--- src/rtl/irq_status_pkg.sv ---
package irq_status_pkg;
  localparam int NUM_SRC = 3;
  localparam int ADDR_W  = 2;

  localparam int SRC_TIMEOUT = 0;
  localparam int SRC_TRAP    = 1;
  localparam int SRC_WAIT    = 2;

  typedef enum logic [ADDR_W-1:0] {
    REG_RAW    = 2'd0,
    REG_MASKED = 2'd1,
    REG_EN_SET = 2'd2,
    REG_EN_CLR = 2'd3
  } reg_sel_e;
endpackage

--- src/rtl/wait_rise_det.sv ---
module wait_rise_det #(
  parameter int SYNC_STAGES = 2
) (
  input  logic clk_i,
  input  logic rst_ni,
  input  logic wait_ni,
  output logic rise_o
);
  localparam int CHAIN_W = SYNC_STAGES + 1;

  // Reset to the released level so leaving reset gives no edge.
  logic [CHAIN_W-1:0] chain_q;

  always_ff @(posedge clk_i or negedge rst_ni) begin
    if (!rst_ni) chain_q <= '1;
    else         chain_q <= {chain_q[CHAIN_W-2:0], wait_ni};
  end

  assign rise_o = chain_q[SYNC_STAGES-1] & ~chain_q[SYNC_STAGES];
endmodule

--- src/rtl/status_bit_bank.sv ---
module status_bit_bank #(
  parameter int N = 3
) (
  input  logic         clk_i,
  input  logic         rst_ni,
  input  logic [N-1:0] evt_i,
  input  logic [N-1:0] en_i,
  input  logic [N-1:0] clr_i,
  output logic [N-1:0] raw_o,
  output logic [N-1:0] masked_o
);
  for (genvar i = 0; i < N; i++) begin : g_bit
    logic raw_q, masked_q;

    // Set dominates a coincident clear.
    always_ff @(posedge clk_i or negedge rst_ni) begin
      if (!rst_ni) begin
        raw_q    <= 1'b0;
        masked_q <= 1'b0;
      end else begin
        raw_q    <= (raw_q & ~clr_i[i]) | evt_i[i];
        masked_q <= (masked_q & ~clr_i[i]) | (evt_i[i] & en_i[i]);
      end
    end

    assign raw_o[i]    = raw_q;
    assign masked_o[i] = masked_q;
  end
endmodule

--- src/rtl/enable_bank.sv ---
module enable_bank #(
  parameter int N = 3
) (
  input  logic         clk_i,
  input  logic         rst_ni,
  input  logic [N-1:0] set_i,
  input  logic [N-1:0] clr_i,
  output logic [N-1:0] en_o
);
  logic [N-1:0] en_q;

  always_ff @(posedge clk_i or negedge rst_ni) begin
    if (!rst_ni) en_q <= '0;
    else         en_q <= (en_q | set_i) & ~clr_i;
  end

  assign en_o = en_q;
endmodule

--- src/rtl/reg_port.sv ---
module reg_port
  import irq_status_pkg::*;
#(
  parameter int N  = 3,
  parameter int DW = 32
) (
  input  logic              req_i,
  input  logic              we_i,
  input  logic [ADDR_W-1:0] addr_i,
  input  logic [N-1:0]      wdata_i,
  input  logic [N-1:0]      raw_i,
  input  logic [N-1:0]      masked_i,
  input  logic [N-1:0]      en_i,
  output logic [N-1:0]      raw_clr_o,
  output logic [N-1:0]      en_set_o,
  output logic [N-1:0]      en_clr_o,
  output logic [DW-1:0]     rdata_o
);
  localparam int PAD_W = DW - N;

  reg_sel_e     sel;
  logic         wr, rd;
  logic [N-1:0] rd_val;

  assign sel = reg_sel_e'(addr_i);
  assign wr  = req_i & we_i;
  assign rd  = req_i & ~we_i;

  assign raw_clr_o = (wr && sel == REG_RAW)    ? wdata_i : '0;
  assign en_set_o  = (wr && sel == REG_EN_SET) ? wdata_i : '0;
  assign en_clr_o  = (wr && sel == REG_EN_CLR) ? wdata_i : '0;

  always_comb begin
    unique case (sel)
      REG_RAW:    rd_val = raw_i;
      REG_MASKED: rd_val = masked_i;
      REG_EN_SET,
      REG_EN_CLR: rd_val = en_i;
      default:    rd_val = '0;
    endcase
  end

  assign rdata_o = rd ? {{PAD_W{1'b0}}, rd_val} : '0;
endmodule

--- src/rtl/irq_status_ctrl.sv ---
module irq_status_ctrl
  import irq_status_pkg::*;
#(
  parameter int DATA_W      = 32,
  parameter int SYNC_STAGES = 2
) (
  input  logic              clk_i,
  input  logic              rst_ni,
  input  logic              wait_ni,
  input  logic              timeout_evt_i,
  input  logic              trap_evt_i,
  input  logic              req_i,
  input  logic              we_i,
  input  logic [ADDR_W-1:0] addr_i,
  input  logic [DATA_W-1:0] wdata_i,
  output logic [DATA_W-1:0] rdata_o,
  output logic              irq_o
);
  logic [NUM_SRC-1:0] evt, raw_q, masked_q, en_q;
  logic [NUM_SRC-1:0] raw_clr, en_set, en_clr;
  logic               wait_rise;
  logic               unused_wdata;

  assign unused_wdata = ^wdata_i[DATA_W-1:NUM_SRC];

  wait_rise_det #(.SYNC_STAGES(SYNC_STAGES)) u_wait (
    .clk_i  (clk_i),
    .rst_ni (rst_ni),
    .wait_ni(wait_ni),
    .rise_o (wait_rise)
  );

  always_comb begin
    evt              = '0;
    evt[SRC_TIMEOUT] = timeout_evt_i;
    evt[SRC_TRAP]    = trap_evt_i;
    evt[SRC_WAIT]    = wait_rise;
  end

  reg_port #(.N(NUM_SRC), .DW(DATA_W)) u_regs (
    .req_i    (req_i),
    .we_i     (we_i),
    .addr_i   (addr_i),
    .wdata_i  (wdata_i[NUM_SRC-1:0]),
    .raw_i    (raw_q),
    .masked_i (masked_q),
    .en_i     (en_q),
    .raw_clr_o(raw_clr),
    .en_set_o (en_set),
    .en_clr_o (en_clr),
    .rdata_o  (rdata_o)
  );

  enable_bank #(.N(NUM_SRC)) u_en (
    .clk_i (clk_i),
    .rst_ni(rst_ni),
    .set_i (en_set),
    .clr_i (en_clr),
    .en_o  (en_q)
  );

  status_bit_bank #(.N(NUM_SRC)) u_stat (
    .clk_i   (clk_i),
    .rst_ni  (rst_ni),
    .evt_i   (evt),
    .en_i    (en_q),
    .clr_i   (raw_clr),
    .raw_o   (raw_q),
    .masked_o(masked_q)
  );

  assign irq_o = |masked_q;
endmodule

--- config.mk ---
export PLATFORM = sky130hd
export DESIGN_NAME = irq_status_ctrl
export DESIGN_NICKNAME = d
export VERILOG_FILES = /design/src/rtl/irq_status_pkg.sv /design/src/rtl/wait_rise_det.sv /design/src/rtl/status_bit_bank.sv /design/src/rtl/enable_bank.sv /design/src/rtl/reg_port.sv /design/src/rtl/irq_status_ctrl.sv
export SDC_FILE = /design/constraint.sdc
export NUM_CORES = 1
export LEC_CHECK = 0
export CAP_MARGIN = 20
export CORE_ASPECT_RATIO = 0.9
export CORE_UTILIZATION = 31
export CTS_CLUSTER_SIZE = 12
export DETAILED_ROUTE_END_ITERATION = 8
export HOLD_SLACK_MARGIN = 0.12
export PLACE_DENSITY_LB_ADDON = 0.12
export SYNTH_ARGS = -nofsm -noshare
export SYNTH_HDL_FRONTEND = slang
export SYNTH_SLANG_ARGS = --single-unit
--- constraint.sdc ---
create_clock -name clk_i -period 2.2 [get_ports clk_i]
set_input_delay 0.33 -clock clk_i [delete_from_list [all_inputs] [get_ports clk_i]]
set_output_delay 0.33 -clock clk_i [all_outputs]
set_load 0.1 [all_outputs]
# Word level (Yosys, flattened, before mapping)
# Cells that the tools add are included.
# W data, S select, Z words.
# word_totals
reg_bits	12
word_cells	48
out_inout_bits	33
# op_classes
n_mux	5
eq_ne	3
bitwise	26
reduce_logical	6
# ops
operator	n
$and A1 B1 Y1	12
$mux W3	4
$pmux W3 S3	1
$or A1 B1 Y1	6
$not A1 Y1	5
$eq A2 B2 Y1 const B	2
$and A3 B3 Y3	1
$logic_and A1 B1 Y1	3
$not A3 Y3	1
$or A3 B3 Y3	1
$reduce_or A3 Y1	1
$eq A2 B1 Y1 const B	1
$logic_not A2 Y1	1
$reduce_or A2 Y1	1

# Longest topological paths before layout
# logic_depth
ltp_word	6
mapped_depth	4
ltp_nobuf	3

# Cells and area by module
# Synthesis repeated with hierarchy kept, for this count alone.
# unflattened
hier_cells	89
area_unflattened_um2	847.1
# by_module_without_submodules
mod	seq_area_each_um2	instances	area_each_um2	cells_each
reg_port	0.0	1	386.6	57
status_bit_bank	150.1	1	256.5	21
enable_bank	75.1	1	105.1	6
wait_rise_det	78.8	1	92.6	4
irq_status_ctrl	0.0	1	6.3	1

# Worst setup path after synthesis
# OpenSTA, ideal clock, no wires.
# synth_path
path_type	input to output
from	input addr_i[0]
to	output rdata_o[0]
stages	4
path_buffers	1
arrival_ps	2065
required_ps	1870
path_slack_ps	-195
path_cell_list	buf_2 > mux2i_1 > o21ai_0 > nor2b_1
# synth_between
elab_chain_cells	4
# synth_lines
element	line_no	text
start, declared	irq_status_ctrl.sv:14	input logic [ADDR_W-1:0] addr_i,
$eq A2 B2 Y1	reg_port.sv:34	unique case (sel)
$reduce_or A2 Y1	reg_port.sv:34	
$pmux W3 S3 *	reg_port.sv:34	
$mux W3 *	reg_port.sv:43	assign rdata_o = rd ? {{PAD_W{1'b0}}, rd_val} : '0;
end, declared	irq_status_ctrl.sv:16	output logic [DATA_W-1:0] rdata_o,
# Every way passes the cells marked *; elsewhere a longest branch is shown, timed or not.

# Worst setup path after layout
# layout_path
from	input addr_i[0]
to	output rdata_o[2]
# Same word-level chain as after synthesis.

==> metrics.yaml <==
drt_first_iter_violations: 0
dp.cells: 117
root_buffer: "clkbuf_4"
slew_headroom_pct: 63.68
synth.most_common_cell: "buf_4"
final_area_sq_um: 879.6
period_share_pct: 88.75
start_util_pct: 33.61
via_per_inst: 3.967
wl_per_cell_microns: 9.215
max_cap_viol_count: 0
r2r_start: "u_wait.chain_q[1]$_DFF_PN1_"
dr.pass1.iters: 1
port_buffers: 15
dieArea_sq_mm: 0.002610
multiInputGateArea_sq_um: 327.8
critPathMaxStageDelay_ns: 0.65
clk_pin_slew_ns: 0.07
switchingPower_w: 0.0003697
endpoint_kind: "output pin"
vias: 480
clock_latency_ns: 0.27
path_cells: "clkdlybuf4s50_1 > mux2i_1 > o21ai_0 > nor2b_2 > buf_12"
synth.ff_latch_count: 12
skew_ns: 0.003881
drt_wl_total_mm: 1.115
setup_viol: 0
fin_cells: 121
hold_viol: 0
synthFlopType: "dfrtp_1"
clk_path_buf_depth: 2
hold_path_class: "flip-flop to flip-flop"
yosys.area.top_type_share_pct: 30.15
total_power_w: 0.0007797
synth_warnings: 0
hold_buffers: 0
boundaryPins: 74
die_w_microns: 53.74
post_cts_buffers: 0
path_class: "input pin to output pin"
nFillCells: 236
worst_setup_path_start_kind: "input pin"
ys_seq_area_share_pct: 40.70
htreeDepth: 1
grt_pass1_vias: 425
ys_async_sr_fraction_pct: 100.0
synth_commonest_cells: "29 x buf_4, 9 x dfrtp_1, 9 x nand2_1, 6 x o21ai_0, 4 x nor2b_1"
worstRegToRegCells: 2
cts_tree: "yes"
fin_nets: 136
syn_area_sq_um: 747.0
slowest_stage: "clkdlybuf4s50_1"
post-synth-top-area-cell: "dfrtp_1"
hold_path_end: "u_wait.chain_q[1]$_DFF_PN1_"
required_ns: 1.87
comb_power_share_pct: 43.3
setup_tns_ns: 0
detail-route-antenna-nets: 0
finalWeightedCongestion: 0.7310
drc_errors: 0
timing.fmax_mhz: 512.1
grt_usage_pct: 9.773
maxSlewViolCount: 0
hpwl_microns: 908.6
cts_buffers: 3
syn-mean-instance-area_sq_um: 9.576
syn_inst: 78
switching_share_pct: 47.41
grt_max_degree: 13
grt_pass1_wl_mm: 1.814
rows: 16
outcome: "finished, final reports clean"
setup_ws_ns: 0.2474
clock_sinks: 12
critPathArrivalTime_ns: 1.62
min_period_ns: 1.953
grt_antenna_before_repair: 0
internal-power_w: 0.0004101
diodes: 0
powerDensity_mw_per_mm2: 886.5
power_frac_clock_pct: 22.0
seqPwrFrac_pct: 34.6
drive_gt1_share_pct: 15.96
ys_types: 15
seq_area_sq_um: 304.0
areaGrowthSynthToFinish_pct: 17.76
timing.rr.end: "u_stat.g_bit[2].masked_q$_DFF_PN0_"
core_sq_mm: 0.002222
post_cts_resized: 0
grt-ovfl-total: 0
worstHoldStart: "u_wait.chain_q[0]$_DFF_PN1_"
total_leakage_power_nw: 0.4002
startpoint: "addr_i[0]"
die_h_microns: 48.57
hold_depth: 0
synth_area_leaders: "dfrtp_1 30%, buf_4 29%, dfstp_2 11%"
ir_drop_v: 0.0003430
cp_max_fo: 7
tightestPinTransition_ns: 0.5431
synth-edff-count: 0
regToRegSetupSlack_ns: 1.28
rsz0062_at_grt: "no"
pre_cts_ws_ns: 0.2308
placed_area_sq_um: 843.3
## cell families (layout without fill, tap and decap cells)
| kind of cell | count (synthesis) | count (layout) | share of synthesized area, % |
|---|---|---|---|
| buffers and inverters | 31 | 19 | 30.49 |
| AO/OA/AOI/OAI | 12 | 12 | 10.55 |
| other | 1 | 29 | 0.5020 |
| multiplexers | 3 | 3 | 4.020 |
| AND/OR/NAND/NOR | 19 | 19 | 13.74 |
| flip-flops | 12 | 12 | 40.70 |
## cell usage in the layout, fill, tap and decap left out
cell type        instances
nor2b_2                  3
nor2b_1                  1
dfstp_2                  3
o21ai_0                  6
buf_4                    1
a21o_1                   3
dfrtp_1                  9
or3_1                    1
clkbuf_4                 3
clkbuf_8                 1
and4bb_2                 1
buf_12                   3
nand2b_1                 1
conb_1                  29
a22o_1                   3
mux2i_1                  3
nand4_1                  3
clkdlybuf4s50_1         11
nand2_1                  9
## final cells by class
type | count | share of cell area, %
clock buffers | 4 | 4.125
multi-input cells | 63 | 37.27
flip-flops and latches | 12 | 34.57
well taps | 27 | 3.841
repair buffers | 15 | 20.20
## how the worst max path moves through the flow
stage,depth (start not counted),end,slack [ns]
after global placement,5,rdata_o[1],0.23
after detailed placement,5,rdata_o[1],0.23
final,5,rdata_o[2],0.25
after global routing,5,rdata_o[0],0.13
after CTS,5,rdata_o[1],0.23
after floorplan,4,rdata_o[0],0.33
## registers in the layout, indices dropped and copies added (netlist names)
name / flops
u_stat.g_bit.raw_q: 3
u_en.en_o: 3
u_stat.g_bit.masked_q: 3
u_wait.chain_q: 3
## power groups by stage
stage / clock network (W) / registers (W) / logic, W
after floorplan: 0 / 0.000268 / 0.000329
after global placement: 0 / 0.000274 / 0.000338
after detailed placement: 0 / 0.000274 / 0.000338
after CTS: 0.000181 / 0.000270 / 0.000339
after global routing: 0.000192 / 0.000275 / 0.000353
final: 0.000172 / 0.000270 / 0.000338
## per-layer routing
| metal | vias up | track usage, % | share of wire [%] |
|---|---|---|---|
| met2 | 31 | 14.20 | 44 |
| met1 | 214 | 13.28 | 46 |
| met3 | 2 | 1.887 | 8.4 |
| li1 | 233 | - | - |
| met4 | 0 | 5.263 | 1.7 |
| met5 | - | 0 | 0 |
## worst max-delay path, delay by kind of cell
kind	cells	cell delay, ns
buf+inv	2	0.84
simple gates	1	0.21
compound gates	1	0.12
mux	1	0.11
## through the flow
stage	hold slack, ns	utilization (%)
global placement	0.3457	37.95
CTS	0.3590	39.58
global route	0.3628	39.58
detailed placement	0.3476	37.95
floorplan	0.03441	-
finish	0.3565	39.58
(Power assumes the default switching activity.)
